**src/rtl/irq_arb_pkg.sv**
```systemverilog
package irq_arb_pkg;

  localparam int unsigned IDX_W = 3;

  typedef enum logic {
    LVL_LO = 1'b0,
    LVL_HI = 1'b1
  } lvl_e;

  typedef struct packed {
    logic             vld;
    logic [IDX_W-1:0] idx;
  } pick_t;

endpackage

```
**src/rtl/irq_sampler.sv**
```systemverilog
module irq_sampler #(
  parameter int unsigned N_SRC = 5
) (
  input  logic             clk,
  input  logic             rst_n,
  input  logic             cap_en,
  input  logic [N_SRC-1:0] flags_i,
  output logic [N_SRC-1:0] smp_o
);

  logic [N_SRC-1:0] smp_q, smp_d;

  always_comb begin
    smp_d = smp_q;
    if (cap_en) smp_d = flags_i;
  end

  always_ff @(posedge clk or negedge rst_n) begin
    if (!rst_n) smp_q <= '0;
    else        smp_q <= smp_d;
  end

  assign smp_o = smp_q;

  AST_SMP_HOLD: assert property (@(posedge clk) disable iff (!rst_n)
    !cap_en |=> $stable(smp_o));

endmodule

```
**src/rtl/irq_first_set.sv**
```systemverilog
module irq_first_set
  import irq_arb_pkg::*;
#(
  parameter int unsigned N_SRC = 5
) (
  input  logic [N_SRC-1:0] req_i,
  output pick_t            pick_o
);

  always_comb begin
    pick_o = '0;
    for (int i = N_SRC - 1; i >= 0; i--) begin
      if (req_i[i]) begin
        pick_o.vld = 1'b1;
        pick_o.idx = IDX_W'(i);
      end
    end
  end

endmodule

```
**src/rtl/irq_level_tracker.sv**
```systemverilog
module irq_level_tracker
  import irq_arb_pkg::*;
(
  input  logic       clk,
  input  logic       rst_n,
  input  logic       set_i,
  input  lvl_e       set_lvl_i,
  input  logic       clr_i,
  output logic [1:0] insvc_o
);

  logic [1:0] insvc_q, insvc_d;

  always_comb begin
    insvc_d = insvc_q;
    if (clr_i) begin
      if (insvc_d[LVL_HI]) insvc_d[LVL_HI] = 1'b0;
      else                 insvc_d[LVL_LO] = 1'b0;
    end
    if (set_i) insvc_d[set_lvl_i] = 1'b1;
  end

  always_ff @(posedge clk or negedge rst_n) begin
    if (!rst_n) insvc_q <= 2'b00;
    else        insvc_q <= insvc_d;
  end

  assign insvc_o = insvc_q;

  AST_SET_LEVEL: assert property (@(posedge clk) disable iff (!rst_n)
    set_i |=> insvc_o[$past(set_lvl_i)]);

  AST_CLR_HIGHEST: assert property (@(posedge clk) disable iff (!rst_n)
    (clr_i && !set_i && insvc_o[1]) |=> (!insvc_o[1] && insvc_o[0] == $past(insvc_o[0])));

endmodule

```
**src/rtl/vec_irq_arbiter.sv**
```systemverilog
module vec_irq_arbiter
  import irq_arb_pkg::*;
#(
  parameter int unsigned N_SRC      = 5,
  parameter int unsigned GEN_BIT    = 7,
  parameter int unsigned VEC_W      = 8,
  parameter int unsigned VEC_BASE   = 3,
  parameter int unsigned VEC_STRIDE = 8
) (
  input  logic             clk,
  input  logic             rst_n,
  input  logic             cyc_stb,
  input  logic [4:0]       irq_flags,
  input  logic [7:0]       en_reg,
  input  logic [7:0]       pri_reg,
  input  logic             last_cyc,
  input  logic             instr_reti,
  input  logic             instr_cfg_wr,
  input  logic             reti_exec,
  output logic             call_req,
  output logic [2:0]       call_idx,
  output logic [7:0]       call_vec,
  output logic [1:0]       act_lvl
);

  localparam logic [VEC_W-1:0] BASE_V = VEC_W'(VEC_BASE);
  localparam logic [VEC_W-1:0] STEP_V = VEC_W'(VEC_STRIDE);

  logic [N_SRC-1:0] smp, cand, hi_req, lo_req;
  pick_t            hi_pick, lo_pick;
  logic [1:0]       insvc;
  logic             hi_ok, lo_ok, sel_vld, no_block, fire;
  logic [IDX_W-1:0] sel_idx;
  lvl_e             sel_lvl;

  irq_sampler #(.N_SRC(N_SRC)) u_smp (
    .clk(clk), .rst_n(rst_n), .cap_en(cyc_stb),
    .flags_i(irq_flags[N_SRC-1:0]), .smp_o(smp)
  );

  always_comb begin
    cand   = smp & en_reg[N_SRC-1:0] & {N_SRC{en_reg[GEN_BIT]}};
    hi_req = cand & pri_reg[N_SRC-1:0];
    lo_req = cand & ~pri_reg[N_SRC-1:0];
  end

  irq_first_set #(.N_SRC(N_SRC)) u_hi (.req_i(hi_req), .pick_o(hi_pick));
  irq_first_set #(.N_SRC(N_SRC)) u_lo (.req_i(lo_req), .pick_o(lo_pick));

  always_comb begin
    hi_ok    = hi_pick.vld && !insvc[LVL_HI];
    lo_ok    = lo_pick.vld && (insvc == 2'b00);
    sel_vld  = hi_ok || lo_ok;
    sel_idx  = hi_ok ? hi_pick.idx : lo_pick.idx;
    sel_lvl  = hi_ok ? LVL_HI : LVL_LO;
    no_block = last_cyc && !instr_reti && !instr_cfg_wr;
    fire     = cyc_stb && sel_vld && no_block;
  end

  irq_level_tracker u_lvl (
    .clk(clk), .rst_n(rst_n), .set_i(fire), .set_lvl_i(sel_lvl),
    .clr_i(reti_exec), .insvc_o(insvc)
  );

  logic             req_q, req_d;
  logic [IDX_W-1:0] idx_q, idx_d;
  logic [VEC_W-1:0] vec_q, vec_d;

  always_comb begin
    req_d = fire;
    idx_d = idx_q;
    vec_d = vec_q;
    if (fire) begin
      idx_d = sel_idx;
      vec_d = BASE_V + VEC_W'(sel_idx) * STEP_V;
    end
  end

  always_ff @(posedge clk or negedge rst_n) begin
    if (!rst_n) begin
      req_q <= 1'b0;
      idx_q <= '0;
      vec_q <= '0;
    end else begin
      req_q <= req_d;
      idx_q <= idx_d;
      vec_q <= vec_d;
    end
  end

  assign call_req = req_q;
  assign call_idx = idx_q;
  assign call_vec = vec_q;
  assign act_lvl  = insvc;

  AST_CALL_LAST_CYC: assert property (@(posedge clk) disable iff (!rst_n)
    call_req |-> $past(cyc_stb && last_cyc));

  AST_CALL_NOT_BLOCKED: assert property (@(posedge clk) disable iff (!rst_n)
    call_req |-> $past(!instr_reti && !instr_cfg_wr));

  AST_CALL_GLOBAL_EN: assert property (@(posedge clk) disable iff (!rst_n)
    call_req |-> $past(en_reg[GEN_BIT]));

  AST_HI_NOT_PREEMPTED: assert property (@(posedge clk) disable iff (!rst_n)
    call_req |-> !$past(insvc[LVL_HI]));

  AST_CALL_IDX_RANGE: assert property (@(posedge clk) disable iff (!rst_n)
    call_req |-> (call_idx < IDX_W'(N_SRC)));

  AST_CALL_SETS_LVL: assert property (@(posedge clk) disable iff (!rst_n)
    call_req |-> (act_lvl != 2'b00));

endmodule

```
**config.mk**
```make
export PLATFORM = sky130hd
export DESIGN_NAME = vec_irq_arbiter
export DESIGN_NICKNAME = d
export VERILOG_FILES = /design/src/rtl/irq_arb_pkg.sv /design/src/rtl/irq_sampler.sv /design/src/rtl/irq_first_set.sv /design/src/rtl/irq_level_tracker.sv /design/src/rtl/vec_irq_arbiter.sv
export SDC_FILE = /design/constraint.sdc
export NUM_CORES = 1
export LEC_CHECK = 0
export BUFFER_PORTS_ARGS = -buffer_cell sky130_fd_sc_hd__buf_2
export CAP_MARGIN = 20
export CORE_ASPECT_RATIO = 1.1
export CORE_MARGIN = 2
export CORE_UTILIZATION = 37
export DETAILED_ROUTE_END_ITERATION = 10
export HOLD_SLACK_MARGIN = 0.03
export PLACE_DENSITY_LB_ADDON = 0.15
export SYNTH_ARGS = -nofsm -noshare
export SYNTH_HDL_FRONTEND = slang
export SYNTH_SLANG_ARGS = --single-unit
```
**constraint.sdc**
```tcl
create_clock -name clk -period 2.9 [get_ports clk]
set_input_delay 0.58 -clock clk [delete_from_list [all_inputs] [get_ports clk]]
set_output_delay 0.58 -clock clk [all_outputs]
set_load 0.05 [all_outputs]
```
==> reports/metrics.csv <==
stage;metric;value;unit
outcome;status;finished, final reports clean;
pwr;PD cells;617.0;nW/µm²
pwr;Total Power;0.5829;mW
timing;FMAX;565.1;MHz
clock_tree;TritonCTS clock tree;done;
die;Die Y;52.30;µm
global_route;grt ovf;0;
placed_design;placed insts;129;
clock_tree;CTS Buffer Depth;2;
setup_path;Critical Path AT;1.94;ns
timing;Final Hold Fails;0;
timing;Setup TNS;0;ns
setup_path;kind of critical path;input pin to flop;
clock_tree;CTS root buf;clkbuf_4;
setup_path;Critical Path Sink Type;flop;
logic_synthesis;register bit total from synthesis;12;
drt;Remaining DRCs;0;
final_layout;Filler Cell Count;213;
timing;RSZ-0062 raised after global routing;no;
placed_design;PortBufs;33;
logic_synthesis;largest cells by area after synthesis;dfrtp_1 (38%), mux2_2 (7.2%), buf_4 (6.7%);
logic_synthesis;Yosys top cell by area;dfrtp_1;
logic_synthesis;Synth top area share;38.28;%
logic_synthesis;Synth async-reset ratio;100.0;%
clock_tree;post-CTS sizing;0;
timing;final setup fails;0;
drt;vias per std cell;5.090;
flow_run;max cap viols;0;
global_route;initial antenna violation count;0;
logic_synthesis;Synth Cell Area;784.5;µm²
logic_synthesis;most numerous cell in the Yosys netlist;dfrtp_1;
setup_path;Crit Path Max Fanout;10;
global_route;first-pass GRT wire length;2.739;mm
timing;period utilization;61.02;%
clock_tree;hold_buf cts;0;
final_layout;share of cells above drive strength 1;46.67;%
final_layout;Post-Layout Cell Count;133;
setup_path;Critical Path RT;3.07;ns
drt;Pre-Repair DR Iteration Count;4;
timing;Slew Viols, Final;0;
timing;clock period minus worst slack;1.770;ns
die;Initial Util;39.24;%
clock_tree;Clock Latency Late Sink;0.28;ns
die;die width;47.91;µm
drt;drt wl/cell;12.26;µm
clock_tree;CTS H-tree lvls;1;
timing;hold_ws;0.1690;ns
global_route;largest net degree at the start of global routing;13;
pwr;Leak Pwr;0.4722;nW
logic_synthesis;Synth cell types;36;
clock_tree;clock slew at reported path FFs;0.08;ns
final_layout;final net count;134;
placed_design;GPL Wtd Cong;0.7214;
die;core area;1999;µm²
drt;DR vias;677;
drt;total wire length;1.630;mm
final_layout;post-layout util;47.25;%
final_layout;Area Growth Syn to Fin;20.41;%
logic_synthesis;Post-synth top flop;dfrtp_1;
logic_synthesis;share of the yosys chip area belonging to registers;38.28;%
placed_design;Post-DP HPWL;1.309;mm
logic_synthesis;synth cell count leaders;dfrtp_1 (12), buf_4 (7), nand4_1 (7);
die;Cell Rows;17;
hold_path;hold crit path type;input pin to async pin;
pwr;VDD IR max;0.2476;mV
clock_tree;postcts setup bufs;0;
final_layout;antenna cell count;0;
die;DIE AREA;2505;µm²
clock_tree;CTS buffer count;3;
global_route;vias in the first global route;618;
clock_tree;CTS sink cnt;12;
die;io pins;42;
timing;clock skew;0.003208;ns
logic_synthesis;number of flops mapped to enable cells by yosys;0;
logic_synthesis;Synth Area per Inst;10.19;µm²
setup_path;Worst setup SP type;input pin;
logic_synthesis;synthesized instance count;77;
drt;Post-DRT Antenna Nets;0;
drt;Starting DRT DRC Count;7;
global_route;All-Layer GR Usage;15.67;%
logic_synthesis;yosys synthesis warning count;0;
sequential cells by signal, indices dropped and copies added (netlist names):
| signal | cells |
|---|---|
| call_vec | 1 |
| u_lvl.insvc_o | 2 |
| u_smp.smp_o | 5 |
| call_req | 1 |
| call_idx | 3 |
worst max-delay path, cell delays in order:
cell and delay, ns:
buf_2 0.15, and4b_1 0.24, nor4_4 0.31, nand3_1 0.11, and3_1 0.23, mux2_4 0.31
metrics by stage:
stage | instance area (µm²) | setup slack [ns]
floorplan | 792.0 | 0.9254
global placement | 908.4 | 0.8415
detailed placement | 908.4 | 0.8323
CTS | 944.7 | 1.141
global route | 944.7 | 1.047
finish | 944.7 | 1.130
layer usage:
layer | share of wire [%] | vias up | global-route usage, %
li1 | - | 333 | -
met1 | 45 | 311 | 20.81
met2 | 46 | 29 | 22.44
met3 | 7.4 | 4 | 4.483
met4 | 1.6 | 0 | 8.108
met5 | 0 | - | 0
worst paths after layout:
| check | slack (ns) | end | cells after the start | from |
|---|---|---|---|---|
| setup / recovery | 1.13 | call_idx[2] | 6 | en_reg[7] |
| hold / removal | 0.17 | u_smp.smp_o[0] | 1 | rst_n |
| setup reg to reg | 1.16 | call_idx[2] | 5 | u_smp.smp_o[1] |
| hold reg to reg | 0.49 | call_vec[1] | 1 | call_vec[1] |
| max in group asynchronous | 2.51 | u_smp.smp_o[3] | 1 | rst_n |
| min in group clk | 0.49 | call_vec[1] | 1 | call_vec[1] |
power by group:
group / switching (mW) / internal [mW] / leakage, nW / total, mW
Sequential: 0.0160 / 0.192 / 0.148 / 0.208
Clock: 0.0606 / 0.0764 / 0.0210 / 0.137
Combinational: 0.174 / 0.0646 / 0.303 / 0.238
area by class of cell:
cell class,instances,area [µm²],share of cell area (%)
Multi-Input combinational cell,53,396.6,41.99
Sequential cell,12,300.3,31.79
Timing Repair Buffer,33,165.2,17.48
Clock buffer,4,36.28,3.841
Tap cell,28,35.03,3.709
Inverter,3,11.26,1.192
kinds of logic after synthesis:
kind of cell / after synthesis / synth area share (%)
DFF: 12 / 38.28
AOI/OAI and AO/OA: 11 / 10.53
muxes: 6 / 9.090
other: 1 / 0.4780
buffers and inverters: 14 / 12.12
and+or+nand+nor: 33 / 29.51
placed cells by master, fill, tap and decap left out:
master	n
a2111o_1	1
a2111oi_0	1
a21boi_0	1
a21o_1	1
a21oi_1	2
and3_1	1
and3_2	1
and4_1	1
and4b_1	1
and4b_2	2
and4b_4	1
buf_2	33
clkbuf_4	3
clkbuf_8	1
conb_1	3
dfrtp_1	12
inv_1	3
mux2_2	5
mux2_4	1
nand2_1	4
nand2b_1	1
nand3_1	3
nand3b_1	1
nand4_1	7
nand4bb_1	1
nor2_1	4
nor2b_1	1
nor3_1	1
nor4_4	1
nor4bb_1	1
o211a_1	1
o211ai_1	2
o21ai_0	1
o21bai_1	1
or2_2	1
(Power assumes the default switching activity.)
